**src/rtl/gcd_iter_pkg.sv**
```systemverilog
package gcd_iter_pkg;

    typedef enum logic [1:0] {
        ST_IDLE = 2'd0,
        ST_CALC = 2'd1,
        ST_HOLD = 2'd2
    } state_e;

    typedef enum logic [1:0] {
        A_FROM_IN   = 2'd0,
        A_FROM_B    = 2'd1,
        A_FROM_DIFF = 2'd2
    } a_src_e;

    typedef enum logic {
        B_FROM_IN = 1'b0,
        B_FROM_A  = 1'b1
    } b_src_e;

    typedef struct packed {
        logic   a_en;
        logic   b_en;
        a_src_e a_src;
        b_src_e b_src;
    } ctrl_t;

    typedef struct packed {
        logic b_zero;
        logic a_lt_b;
    } flags_t;

    localparam ctrl_t CTRL_NOP = '{a_en: 1'b0, b_en: 1'b0,
                                  a_src: A_FROM_IN, b_src: B_FROM_IN};

endpackage

```
**src/rtl/gcd_iter_reg.sv**
```systemverilog
module gcd_iter_reg #(
    parameter int W = 16
) (
    input  logic         clk,
    input  logic         en,
    input  logic [W-1:0] d,
    output logic [W-1:0] q
);
    always_ff @(posedge clk) begin
        if (en) begin
            q <= d;
        end
    end
endmodule

```
**src/rtl/gcd_iter_dpath.sv**
```systemverilog
module gcd_iter_dpath
    import gcd_iter_pkg::*;
#(
    parameter int W = 16
) (
    input  logic         clk,
    input  ctrl_t        ctrl,
    input  logic [W-1:0] op_a,
    input  logic [W-1:0] op_b,
    output flags_t       flags,
    output logic [W-1:0] result
);
    logic [W-1:0] reg_a, reg_b;
    logic [W-1:0] next_a, next_b;
    logic [W-1:0] diff;

    assign diff = reg_a - reg_b;

    always_comb begin
        case (ctrl.a_src)
            A_FROM_B:    next_a = reg_b;
            A_FROM_DIFF: next_a = diff;
            default:     next_a = op_a;
        endcase
    end

    always_comb begin
        case (ctrl.b_src)
            B_FROM_A: next_b = reg_a;
            default:  next_b = op_b;
        endcase
    end

    gcd_iter_reg #(.W(W)) u_reg_a (
        .clk (clk),
        .en  (ctrl.a_en),
        .d   (next_a),
        .q   (reg_a)
    );

    gcd_iter_reg #(.W(W)) u_reg_b (
        .clk (clk),
        .en  (ctrl.b_en),
        .d   (next_b),
        .q   (reg_b)
    );

    assign flags.b_zero = (reg_b == '0);
    assign flags.a_lt_b = (reg_a < reg_b);
    assign result       = reg_a;
endmodule

```
**src/rtl/gcd_iter_ctrl.sv**
```systemverilog
module gcd_iter_ctrl
    import gcd_iter_pkg::*;
(
    input  logic   clk,
    input  logic   rst,
    input  logic   in_valid,
    input  logic   out_ack,
    input  flags_t flags,
    output ctrl_t  ctrl,
    output logic   in_ready,
    output logic   out_valid
);
    state_e state, state_nx;

    always_ff @(posedge clk) begin
        if (rst) begin
            state <= ST_IDLE;
        end else begin
            state <= state_nx;
        end
    end

    always_comb begin
        state_nx = state;
        case (state)
            ST_IDLE: if (in_valid)     state_nx = ST_CALC;
            ST_CALC: if (flags.b_zero) state_nx = ST_HOLD;
            ST_HOLD: if (out_ack)      state_nx = ST_IDLE;
            default:                   state_nx = ST_IDLE;
        endcase
    end

    always_comb begin
        ctrl      = CTRL_NOP;
        in_ready  = 1'b0;
        out_valid = 1'b0;
        case (state)
            ST_IDLE: begin
                in_ready   = 1'b1;
                ctrl.a_en  = 1'b1;
                ctrl.b_en  = 1'b1;
                ctrl.a_src = A_FROM_IN;
                ctrl.b_src = B_FROM_IN;
            end
            ST_CALC: begin
                if (flags.a_lt_b) begin
                    ctrl.a_en  = 1'b1;
                    ctrl.b_en  = 1'b1;
                    ctrl.a_src = A_FROM_B;
                    ctrl.b_src = B_FROM_A;
                end else if (!flags.b_zero) begin
                    ctrl.a_en  = 1'b1;
                    ctrl.a_src = A_FROM_DIFF;
                end
            end
            ST_HOLD: begin
                out_valid = 1'b1;
            end
            default: begin
                ctrl = CTRL_NOP;
            end
        endcase
    end
endmodule

```
**src/rtl/gcd_iter.sv**
```systemverilog
module gcd_iter
    import gcd_iter_pkg::*;
#(
    parameter int W = 16
) (
    input  logic         clk,
    input  logic         rst,
    input  logic         in_valid,
    output logic         in_ready,
    input  logic [W-1:0] in_a,
    input  logic [W-1:0] in_b,
    output logic         out_valid,
    input  logic         out_ack,
    output logic [W-1:0] out_value
);
    ctrl_t  ctrl;
    flags_t flags;

    gcd_iter_ctrl u_ctrl (
        .clk       (clk),
        .rst       (rst),
        .in_valid  (in_valid),
        .out_ack   (out_ack),
        .flags     (flags),
        .ctrl      (ctrl),
        .in_ready  (in_ready),
        .out_valid (out_valid)
    );

    gcd_iter_dpath #(.W(W)) u_dpath (
        .clk    (clk),
        .ctrl   (ctrl),
        .op_a   (in_a),
        .op_b   (in_b),
        .flags  (flags),
        .result (out_value)
    );
endmodule

```
**config.mk**
```make
export PLATFORM = sky130hd
export DESIGN_NAME = gcd_iter
export DESIGN_NICKNAME = d
export VERILOG_FILES = /design/src/rtl/gcd_iter_pkg.sv /design/src/rtl/gcd_iter_reg.sv /design/src/rtl/gcd_iter_dpath.sv /design/src/rtl/gcd_iter_ctrl.sv /design/src/rtl/gcd_iter.sv
export SDC_FILE = /design/constraint.sdc
export NUM_CORES = 1
export LEC_CHECK = 0
export CAP_MARGIN = 20
export CORE_ASPECT_RATIO = 1.25
export CORE_MARGIN = 1.5
export CORE_UTILIZATION = 30
export DETAILED_ROUTE_END_ITERATION = 10
export DONT_BUFFER_PORTS = 1
export PLACE_DENSITY = 0.56
export SLEW_MARGIN = 25
export SYNTH_ARGS = -nofsm -noshare
export SYNTH_HDL_FRONTEND = slang
export SYNTH_SLANG_ARGS = --single-unit
```
**constraint.sdc**
```tcl
create_clock -name clk -period 3.3 [get_ports clk]
set_input_delay 0.66 -clock clk [delete_from_list [all_inputs] [get_ports clk]]
set_output_delay 0.66 -clock clk [all_outputs]
set_load 0.02 [all_outputs]
```
==> impl_results.md, run 1 <==
- Status: finished, final reports clean
- Synth cell count leaders: edfxtp_1, inv_1, a21oi_1
- Top-level port count: 54
- Startpoint Class: register
- Max Used Layer: met4
- Placed cell count: 334
- Met3 Routed Length: 415 µm
- Synth-to-Final Area Change: 8.76%
- Largest net degree at the start of global routing: 20
- Setup violators final: 0
- Post-synthesis simple-gate area fraction: 11.9%
- Worst setup path class: register to register
- Die Height: 104 µm
- Min-delay src: rst
- Post-synthesis xor/xnor area fraction: 3.59%
- DRC viols: 0
- Crit path max fanout: 19
- Drt first pass iters: 4
- Final Max Tran Viols: 0
- Yosys warning total: 0
- Gr usage total: 15.0%
- HP Class: primary input to register
- Post-CTS Setup Bufs: 0
- GPL Wtd Cong: 0.881
- Worst R2R Setup Slack: 0.37 ns
- Syn Inst Count: 239
- Clock Power Share: 9.0%
- Gr ovfl total: 0
- I/O Buffers: 0
- Fmax: 342 MHz
- Via count: 1,873
- Clock Path Buffers: 2
- Routed len/inst: 18.5 µm
- Met2 WL: 3280 µm
- Post-DP Area: 2570 µm²
- CTS root buf: clkbuf_8
- Worst hold stages: 1
- Max VDD drop: 496 µV
- # H-tree levels: 2
- MaxCap Viol Count: 0
- Worst hold endpoint: u_ctrl.state[0]$_SDFFE_PP0P_
- Tcrit/Tclk final: 88.7%
- Count of cell types in the netlist: 44
- Sequential power share: 31.1%
- PwrDens: 1270 nW/µm²
- Final instance area: 2660 µm²
- FFs w/ async S/R, synth: 0%
- Synth area leader: edfxtp_1
- Vias per inst: 5.48
- Crit path required time: 3.34 ns
- Synth Cell Area: 2440 µm²
- Post-cts hold buffer count: 0
- Vias in the first global route: 1,931
- Critical path arrival: 2.97 ns
- Max_slew headroom: 48.3%
- Final ANT Viol Nets: 0
- Chip Width: 83.7 µm
- Initial antenna violation count: 0
- RSZ-0062 raised after global routing: false
- Standard-cell rows: 36
- Main combinational cell family by area after synthesis: compound AO/OA/AOI/OAI gates
- Mux contribution to synthesized area: 8.20%
- Fraction of layout cells with a size suffix above 1: 15.4%
- R2R Path End: u_dpath.u_reg_b.q[6]$_DFFE_PP_
- NetSw: 1.63 mW
- Clock tree from TritonCTS: yes
- Non-filler cells, final: 342
- Synth top area share: 39.3%
- Worst Max-Slew Pin Slew: 0.775 ns
- HPWL Detailed: 4940 µm
- Int Pwr: 1.74 mW
- Full die area: 8690 µm²
- Core Util, Final: 33.9%
- Synth area leaders: edfxtp_1, ha_1, mux2_2, a21oi_1, inv_1
- NumNets Final: 299
- Final Skew: 0.00975 ns
- Syn Nets: 292
- Hold Fails Final Rpt: 0
- DRT iter0 DRCs: 92
- Final WL: 6330 µm
- Post-cts sizing count: 0
- CTS clock-pin slew for the worst setup and hold paths: 0.08 ns
- Net Sw Frac: 48.4%
- Post-synth EDFFs: 32
- Final setup TNS: 0 ns
- Core area: 7840 µm²
- Synth Register Bits: 34
- Setup crit end kind: register
- CTS sink cnt: 34
- Gate power share: 59.9%
- Reg-to-Reg Start: u_dpath.u_reg_a.q[0]$_DFFE_PP_
- Final Power: 3.37 mW
- # diodes: 0
- Main synth FF type: edfxtp_1
- P_leak: 1.05 nW
- Seq/Total Area, Yosys: 41.0%
- Met1 wire length: 2600 µm
- Fin crit period: 2.93 ns
- Syn_area_per_cell: 10.2 µm²
- Path depth of the worst reg2reg path: 11
- Post-Synth Adder-Cell Area: 9.02%
- TritonCTS buffer count: 5
- Most frequent cell after synthesis: edfxtp_1
- Initial Util: 31.2%
- First-pass GRT wire length: 10,200 µm
- Compound-cell area share of the yosys netlist: 20.9%
- Worst-skew pair later-pin latency: 0.29 ns
==> routing by layer <==
metal | global-route usage (%) | vias up
li1 | - | 911
met1 | 17.6 | 911
met4 | 4.10 | 0
met2 | 26.5 | 46
met5 | 0 | -
met3 | 4.37 | 5
==> kinds of logic (layout without fill, tap and decap cells) <==
kind of cell,after synthesis,in the layout
XOR/XNOR,10,10
flip-flops,34,34
AO/OA/AOI/OAI,70,70
AND/OR/NAND/NOR,60,60
multiplexers,18,18
buffers and inverters,30,38
adder cells (fa/ha/maj),17,17
==> registers in the layout, summed over array words and instances (netlist names) <==
name	flops
u_ctrl.state	2
u_dpath.u_reg_b.q	16
u_dpath.u_reg_a.q	16
==> power groups by stage <==
stage | logic (mW) | clock network [mW] | registers (mW)
after global placement | 2.00 | 0 | 1.06
after global routing | 2.26 | 0.327 | 1.08
after floorplan | 1.63 | 0 | 0.982
after CTS | 2.02 | 0.313 | 1.05
after detailed placement | 2.00 | 0 | 1.06
final | 2.02 | 0.302 | 1.05
==> worst max-delay path, cell delays in order (launching register included) <==
cell and delay, ns:
edfxtp_1 0.39, inv_1 0.07, ha_1 0.16, inv_1 0.06
fa_1 0.44, a211oi_2 0.23, o21ai_2 0.12, o2111ai_2 0.29
a21oi_4 0.16, nor2_4 0.14, buf_4 0.27, mux2_2 0.36
==> per-stage QoR <==
stage	hold WS [ns]	setup WS (ns)
finish	0.430	0.372
global route	0.430	0.139
CTS	0.424	0.337
detailed placement	0.603	0.367
global placement	0.591	0.367
floorplan	0.532	0.0149
==> worst max-delay path by stage <==
stage	from	endpoint	slack, ns	cells after the start
after floorplan	u_dpath.u_reg_a.q[0]$_DFFE_PP_	u_dpath.u_reg_a.q[0]$_DFFE_PP_	0.01	9
after global placement	u_dpath.u_reg_a.q[15]$_DFFE_PP_	u_dpath.u_reg_a.q[13]$_DFFE_PP_	0.37	7
after detailed placement	u_dpath.u_reg_a.q[15]$_DFFE_PP_	u_dpath.u_reg_a.q[13]$_DFFE_PP_	0.37	7
after CTS	u_dpath.u_reg_a.q[0]$_DFFE_PP_	u_dpath.u_reg_a.q[6]$_DFFE_PP_	0.34	11
after global routing	u_dpath.u_reg_a.q[15]$_DFFE_PP_	u_dpath.u_reg_a.q[12]$_DFFE_PP_	0.14	8
final	u_dpath.u_reg_a.q[0]$_DFFE_PP_	u_dpath.u_reg_b.q[6]$_DFFE_PP_	0.37	11
==> final cells by class <==
cell class / instances / area, µm²
Fill cell: 832 / 5180
Multi-Input combinational cell: 175 / 1320
Sequential cell: 34 / 1000
Tap cell: 95 / 119
Inverter: 23 / 86.3
Clock buffer: 6 / 72.6
Timing Repair Buffer: 7 / 52.6
Clock inverter: 2 / 8.76
==> cells in the final DEF (no fill, tap or decap), types with 6 or more instances in the layout <==
| cell type | synthesis | final |
|---|---|---|
| nand2_1 | 17 | 17 |
| a221o_1 | 8 | 8 |
| xnor2_1 | 6 | 6 |
| nor3_1 | 7 | 7 |
| inv_1 | 23 | 23 |
| o211ai_1 | 6 | 6 |
| mux2_2 | 16 | 16 |
| ha_1 | 16 | 16 |
| a21oi_1 | 19 | 19 |
| buf_4 | 0 | 7 |
| nor2_1 | 16 | 16 |
| o21ai_0 | 9 | 9 |
| edfxtp_1 | 32 | 32 |
Power figures use the tool's default switching activity.
==> inputs of run 2 (changes only) <==
--- a/config.mk
+++ b/config.mk
@@ -5,13 +5,14 @@
 export SDC_FILE = /design/constraint.sdc
 export NUM_CORES = 1
 export LEC_CHECK = 0
+export BUFFER_PORTS_ARGS = -buffer_cell sky130_fd_sc_hd__clkbuf_2
 export CAP_MARGIN = 20
 export CORE_ASPECT_RATIO = 1.25
 export CORE_MARGIN = 1.5
 export CORE_UTILIZATION = 30
+export CTS_BUF_LIST = sky130_fd_sc_hd__clkbuf_16
 export DETAILED_ROUTE_END_ITERATION = 10
-export DONT_BUFFER_PORTS = 1
-export PLACE_DENSITY = 0.56
+export PLACE_DENSITY = 0.6
 export SLEW_MARGIN = 25
 export SYNTH_ARGS = -nofsm -noshare
 export SYNTH_HDL_FRONTEND = slang
==> constraint.sdc (replaced) <==
create_clock -name clk -period 3.7 [get_ports clk]
set_input_delay 0.74 -clock clk [delete_from_list [all_inputs] [get_ports clk]]
set_output_delay 0.74 -clock clk [all_outputs]
set_load 0.02 [all_outputs]
==> run 2 against run 1 <==
Compared with the run above:
- combinational power about the same
- routed wire length about the same
- via count up 9.5%
- sequential share of layout area down 4.0 points
- hold slack better by 0.17 ns
- utilization up 4.0 points
- worst setup slack better by 0.20 ns
- design area up 12%
- non-clock buffer count up 50
- die area unchanged
- clock skew down 0.0051 ns
- sequential cell count unchanged
- critical path type unchanged
- highest routed layer unchanged
==> impl_results.md, run 2 (synthesized netlist as in run 1, its figures left out) <==
- Vias per inst: 5.23 (-4.5%)
- Worst setup path class: register to register
- Vias in the first global route: 2,069 (+7.1%)
- CP max stage delay: 0.44 ns (about the same)
- Crit path max fanout: 17 (-2)
- Final Max Tran Viols: 0 (unchanged)
- Max_slew headroom: 46.9% (-1.5 points)
- CTS clock-pin slew for the worst setup and hold paths: 0.05 ns (-0.03 ns)
- HPWL Detailed: 4890 µm (-1.0%)
- Max stage delay cell, worst path: fa_1
- Worst Max-Slew Pin Slew: 0.797 ns (+0.0221 ns)
- Routed len/inst: 16.2 µm (-13%)
- GPL Wtd Cong: 0.825 (-6.4%)
- Fin crit period: 3.13 ns (+0.204 ns)
- Core area: 7840 µm² (unchanged)
- P_leak: 1.29 nW (+23%)
- Place WS: 0.616 ns (+0.248 ns)
- PwrDens: 1090 nW/µm² (-14%)
- Final WS setup: 0.568 ns (+0.196 ns)
- Largest net degree at the start of global routing: 18 (-10%)
- Fillers: 826 (-0.72%)
- TritonCTS buffer count: 5 (unchanged)
- HP Class: register to register
- Clock Path Buffers: 2 (unchanged)
- Worst-skew pair later-pin latency: 0.28 ns (about the same)
- Post-cts hold buffer count: 0 (unchanged)
- Cell Chain, Critical Path: inv_1, ha_1, inv_1, fa_1, a211oi_2, o21ai_2, o2111ai_2, a21oi_4, nor2_4, buf_12, mux2_2
- # H-tree levels: 2 (unchanged)
- Chip Width: 83.7 µm (unchanged)
- Standard-cell rows: 36 (unchanged)
- RSZ-0062 raised after global routing: false
- Post-DP Area: 2830 µm² (+9.9%)
- Crit path required time: 3.73 ns (+0.39 ns)
- I/O Buffers: 53 (+53)
- Gr usage total: 15.0% (+0.042 points)
- Tcrit/Tclk final: 84.7% (-4.1 points)
- # diodes: 0 (unchanged)
- Drt first pass iters: 4 (unchanged)
- Final instance area: 2970 µm² (+12%)
- Setup crit end kind: register
- CTS root buf: clkbuf_16
- Fraction of layout cells with a size suffix above 1: 29.6% (+14 points)
- Smallest hold slack: 0.603 ns (+0.173 ns)
- Top-level port count: 54 (unchanged)
- Final Skew: 0.00460 ns (-0.00515 ns)
- NumNets Final: 349 (+17%)
- Synth-to-Final Area Change: 21.5%
- Hold Fails Final Rpt: 0 (unchanged)
- Post-CTS Setup Bufs: 0 (unchanged)
- DRC viols: 0 (unchanged)
- Post-cts sizing count: 0 (unchanged)
- Non-filler cells, final: 392 (+15%)
- Full die area: 8690 µm² (unchanged)
- Commonest cells after routing, fill and taps aside: clkbuf_2, edfxtp_1, inv_1, a21oi_1, nand2_1
- Setup violators final: 0 (unchanged)
- MaxCap Viol Count: 0 (unchanged)
- Final setup TNS: 0 ns (unchanged)
- CP most frequent cell: inv_1
- Max VDD drop: 573 µV (+15%)
- CTS sink cnt: 34 (unchanged)
- First-pass GRT wire length: 10,400 µm (+1.7%)
- Die Height: 104 µm (unchanged)
- Via count: 2,051 (+9.5%)
- Initial antenna violation count: 0 (unchanged)
- Final Power: 3.22 mW (-4.3%)
- Critical path arrival: 3.16 ns (+0.19 ns)
- Core Util, Final: 37.9% (+4.0 points)
- Startpoint Class: register
- Clock tree from TritonCTS: yes
- Gr ovfl total: 0 (unchanged)
- Placed cell count: 384 (+15%)
- DRT iter0 DRCs: 110 (+20%)
- Top Registers: u_dpath.u_reg_a.q (16), u_dpath.u_reg_b.q (16), u_ctrl.state (2)
- Initial Util: 31.2% (unchanged)
- Final WL: 6330 µm (about the same)
- Most common cell after layout, fill and taps aside: clkbuf_2
- Fmax: 319 MHz (-6.5%)
- Status: finished, final reports clean
- Final ANT Viol Nets: 0 (unchanged)
==> run 2: cell types whose count changed in the layout (fill, tap and decap cells not counted), sizes merged <==
cell,previous run,this run
buf,7,4
clkbuf,6,58
inv,23,24
==> run 2: critical path: cells and delay by family (launching register included) <==
kind                     cells  cell delay, ns
flip-flops                   1            0.42
AO/OA/AOI/OAI                4            0.80
multiplexers                 1            0.35
AND/OR/NAND/NOR              1            0.35
adder cells (fa/ha/maj)      2            0.60
buffers and inverters        3            0.34
==> run 2: layout make-up <==
class	count	area (µm²)	share of cell area, %
well taps	95	119	4.01
inverters	23	86.3	2.91
clock inverters	3	12.5	0.422
flip-flops and latches	34	1000	33.7
repair buffers	57	308	10.4
multi-input cells	175	1320	44.4
clock buffers	5	125	4.22
==> run 2: worst paths after layout <==
path,slack (ns),endpoint,cells after the start,from
setup / recovery,0.57,u_dpath.u_reg_b.q[7]$_DFFE_PP_,11,u_dpath.u_reg_a.q[0]$_DFFE_PP_
hold / removal,0.60,u_dpath.u_reg_a.q[12]$_DFFE_PP_,2,u_dpath.u_reg_b.q[12]$_DFFE_PP_
setup reg to reg,0.57,u_dpath.u_reg_b.q[7]$_DFFE_PP_,11,u_dpath.u_reg_a.q[0]$_DFFE_PP_
hold reg to reg,0.60,u_dpath.u_reg_a.q[12]$_DFFE_PP_,2,u_dpath.u_reg_b.q[12]$_DFFE_PP_
==> run 2: power breakdown <==
group,switching [mW],internal [mW],leakage (nW),total [mW]
clock network,0.153,0.243,0.0724,0.396
logic,1.18,0.822,0.868,2.00
registers,0.161,0.662,0.350,0.823
total,1.50,1.73,1.29,3.22
==> run 2: per-layer routing <==
layer	global-route usage (%)	share of wire (%)
met5	0	0
met4	4.10	1.5
met3	2.78	3.2
met2	26.0	51
met1	19.1	44
==> inputs of run 3 (changes only) <==
--- a/config.mk
+++ b/config.mk
@@ -5,6 +5,7 @@
 export SDC_FILE = /design/constraint.sdc
 export NUM_CORES = 1
 export LEC_CHECK = 0
+export ABC_AREA = 1
 export BUFFER_PORTS_ARGS = -buffer_cell sky130_fd_sc_hd__clkbuf_2
 export CAP_MARGIN = 20
 export CORE_ASPECT_RATIO = 1.25
@@ -12,7 +13,7 @@
 export CORE_UTILIZATION = 30
 export CTS_BUF_LIST = sky130_fd_sc_hd__clkbuf_16
 export DETAILED_ROUTE_END_ITERATION = 10
-export PLACE_DENSITY = 0.6
+export PLACE_DENSITY = 0.61
 export SLEW_MARGIN = 25
 export SYNTH_ARGS = -nofsm -noshare
 export SYNTH_HDL_FRONTEND = slang
==> constraint.sdc (replaced) <==
create_clock -name clk -period 2.7 [get_ports clk]
set_input_delay 0.54 -clock clk [delete_from_list [all_inputs] [get_ports clk]]
set_output_delay 0.54 -clock clk [all_outputs]
set_load 0.02 [all_outputs]
==> run 3 against run 2 <==
Compared with the run above:
- utilization shrank 0.27 points
- worst setup slack lost 0.28 ns
- combinational power grew 19%
- highest routed layer unchanged
- sequential cell count is the same
- via count grew 27%
==> impl_results.md, run 3 <==
- Setup violators final: 0 (unchanged)
- GPL Wtd Cong: 0.905 (+9.8%)
- Min-delay src: rst
- Compound-cell area share of the yosys netlist: 3.13% (-18 points)
- FFs w/ async S/R, synth: 0% (unchanged)
- Full die area: 9630 µm² (+11%)
- Drt first pass iters: 4 (unchanged)
- Main combinational cell family by area after synthesis: simple AND/OR/NAND/NOR gates
- Mux contribution to synthesized area: 0% (-8.2 points)
- Synth-to-Final Area Change: 21.2%
- CTS clock-pin slew for the worst setup and hold paths: 0.05 ns (about the same)
- Most common cell after layout, fill and taps aside: nand2_1
- Clock tree from TritonCTS: yes
- Post-Synth Adder-Cell Area: 8.11% (-0.91 points)
- Via count: 2,606 (+27%)
- Gate power share: 60.2% (-2.0 points)
- Worst-skew pair later-pin latency: 0.28 ns (about the same)
- MaxCap Viol Count: 0 (unchanged)
- Worst Max-Slew Pin Slew: 0.448 ns (-0.349 ns)
- Post-DP Area: 3120 µm² (+10%)
- Post-synthesis xor/xnor area fraction: 2.26% (-1.3 points)
- HPWL Detailed: 5600 µm (+15%)
- Post-synth EDFFs: 32 (unchanged)
- Core Util, Final: 37.6% (-0.27 points)
- Crit path required time: 2.71 ns (-1.02 ns)
- R2R Path End: u_dpath.u_reg_b.q[0]$_DFFE_PP_
- Tcrit/Tclk final: 89.3% (+4.7 points)
- Crit path max fanout: 21 (+4)
- RSZ-0062 raised after global routing: false
- Main synth FF type: edfxtp_1
- Worst hold stages: 2 (unchanged)
- P_leak: 1.80 nW (+40%)
- Commonest cells after routing, fill and taps aside: nand2_1, inv_1, clkbuf_2, nand3_1, edfxtp_1
- Yosys warning total: 0 (unchanged)
- Routed len/inst: 12.0 µm (-26%)
- Final setup TNS: 0 ns (unchanged)
- Initial antenna violation count: 0 (unchanged)
- Clock Path Buffers: 2 (unchanged)
- Worst R2R Setup Slack: 0.29 ns (-0.28 ns)
- Status: finished, final reports clean
- Fin crit period: 2.41 ns (-0.721 ns)
- I/O Buffers: 53 (unchanged)
- # H-tree levels: 2 (unchanged)
- Standard-cell rows: 38 (+5.6%)
- Chip Width: 88.1 µm (+5.2%)
- Place WS: 0.105 ns (-0.511 ns)
- Clock Power Share: 13.7% (+1.4 points)
- Hold Fails Final Rpt: 0 (unchanged)
- Worst hold endpoint: u_ctrl.state[0]$_SDFFE_PP0P_
- Final WL: 6920 µm (+9.3%)
- Synth area leaders: edfxtp_1, nand2_1, inv_1, nand3_1, ha_1
- Post-synthesis simple-gate area fraction: 38.4% (+26 points)
- Largest net degree at the start of global routing: 32 (+14)
- First-pass GRT wire length: 11,900 µm (+15%)
- Setup crit end kind: register
- Final Max Tran Viols: 0 (unchanged)
- Gr ovfl total: 0 (unchanged)
- Post-cts hold buffer count: 0 (unchanged)
- Placed cell count: 566 (+47%)
- Fmax: 415 MHz (+30%)
- HP Class: primary input to register
- TritonCTS buffer count: 5 (unchanged)
- Syn Nets: 449 (+54%)
- Synth Register Bits: 34 (unchanged)
- Most frequent cell after synthesis: nand2_1
- Max_slew headroom: 70.1% (+23 points)
- Sequential power share: 26.1% (+0.6 points)
- Worst setup path class: register to register
- Count of cell types in the netlist: 26 (-41%)
- Max VDD drop: 627 µV (+9.5%)
- NetSw: 1.93 mW (+29%)
- Non-filler cells, final: 578 (+47%)
- Startpoint Class: register
- Critical path arrival: 2.43 ns (-0.73 ns)
- Final ANT Viol Nets: 0 (unchanged)
- Top-level port count: 54 (unchanged)
- PwrDens: 1200 nW/µm² (+10%)
- Path depth of the worst reg2reg path: 13 (+2)
- NumNets Final: 510 (+46%)
- Net Sw Frac: 49.0% (+2.6 points)
- Syn_area_per_cell: 6.86 µm² (-33%)
- Final Skew: 0.00409 ns (-0.000513 ns)
- Final instance area: 3290 µm² (+11%)
- DRT iter0 DRCs: 119 (+8.2%)
- Reg-to-Reg Start: u_dpath.u_reg_a.q[0]$_DFFE_PP_
- CTS root buf: clkbuf_16
- Die Height: 109 µm (+5.3%)
- Final WS setup: 0.289 ns (-0.279 ns)
- Vias in the first global route: 2,646 (+28%)
- Core area: 8750 µm² (+12%)
- Synth area leader: edfxtp_1
- Vias per inst: 4.51 (-14%)
- # diodes: 0 (unchanged)
- Seq/Total Area, Yosys: 36.9% (-4.1 points)
- Synth top area share: 35.4% (-4.0 points)
- Int Pwr: 2.01 mW (+16%)
- DRC viols: 0 (unchanged)
- Gr usage total: 16.1% (+1.0 points)
- CTS sink cnt: 34 (unchanged)
- Synth Cell Area: 2720 µm² (+11%)
- Top Registers: u_dpath.u_reg_a.q (16), u_dpath.u_reg_b.q (16), u_ctrl.state (2)
- Synth cell count leaders: nand2_1, inv_1, nand3_1
- Syn Inst Count: 396 (+66%)
- Initial Util: 31.0% (-0.13 points)
- Fraction of layout cells with a size suffix above 1: 16.6% (-13 points)
run 3: what timing repair did:
| item | CTS | global route |
|---|---|---|
| buffers inserted | 0 | 4 |
| resized for setup | 0 | 3 |
| setup endpoints to repair | 0 | 32 |
run 3: worst max-delay path by stage:
stage                                   start                              to  slack [ns]  cells past startpoint
3_3_place_gp   u_dpath.u_reg_a.q[0]$_DFFE_PP_  u_dpath.u_reg_b.q[1]$_DFFE_PP_        0.18                     13
3_5_place_dp   u_dpath.u_reg_a.q[0]$_DFFE_PP_  u_dpath.u_reg_b.q[4]$_DFFE_PP_        0.10                     13
2_1_floorplan  u_dpath.u_reg_a.q[0]$_DFFE_PP_  u_dpath.u_reg_a.q[0]$_DFFE_PP_       0.007                     12
6_report       u_dpath.u_reg_a.q[0]$_DFFE_PP_  u_dpath.u_reg_b.q[0]$_DFFE_PP_        0.29                     13
4_1_cts        u_dpath.u_reg_a.q[0]$_DFFE_PP_  u_dpath.u_reg_b.q[4]$_DFFE_PP_        0.08                     13
5_1_grt        u_dpath.u_reg_a.q[0]$_DFFE_PP_  u_dpath.u_reg_a.q[9]$_DFFE_PP_        0.08                     13
run 3: cell families after synthesis:
family / count (synthesis)
compound gates: 14
xor+xnor: 7
fa+ha+maj: 17
buf+inv: 75
flops: 34
simple gates: 249
run 3: power groups by stage:
stage	clock network (mW)	registers (mW)	logic [mW]
after detailed placement	0	1.03	2.34
after floorplan	0	1.11	1.66
after global placement	0	1.04	2.32
after global routing	0.576	1.05	2.74
final	0.540	1.03	2.37
after CTS	0.550	1.02	2.35
run 3: through the flow:
step           hold WS, ns  power [mW]
2_1_floorplan        0.537        2.77
3_3_place_gp         0.547        3.35
3_5_place_dp         0.558        3.37
4_1_cts              0.430        3.93
5_1_grt              0.440        4.37
6_report             0.430        3.94
run 3: final cells by class:
cell class | count | area [µm²]
Fill cell | 944 | 5460
Sequential cell | 34 | 1000
Inverter | 67 | 254
Clock buffer | 5 | 125
Tap cell | 120 | 150
Multi-Input combinational cell | 287 | 1410
Timing Repair Buffer | 62 | 337
Clock inverter | 3 | 12.5
run 3: metal layers:
| layer | track usage, % | part of all wire (%) | wire [µm] |
|---|---|---|---|
| met1 | 20.3 | 46 | 3190 |
| met2 | 26.8 | 48 | 3290 |
| met3 | 2.33 | 3.4 | 236 |
| met4 | 7.48 | 2.8 | 197 |
| met5 | 0 | 0 | 0 |
run 3: worst max-delay path, stage by stage, from the launching register on:
cell and delay, ns:
edfxtp_1 0.38, inv_1 0.09, ha_1 0.14, inv_1 0.06, fa_1 0.42, nand2_1 0.08, nand2_1 0.08, nand3_1 0.09
nand2_1 0.11, nand2_2 0.14, nand3_4 0.15, buf_6 0.22, nand2_1 0.08, o21ai_0 0.10
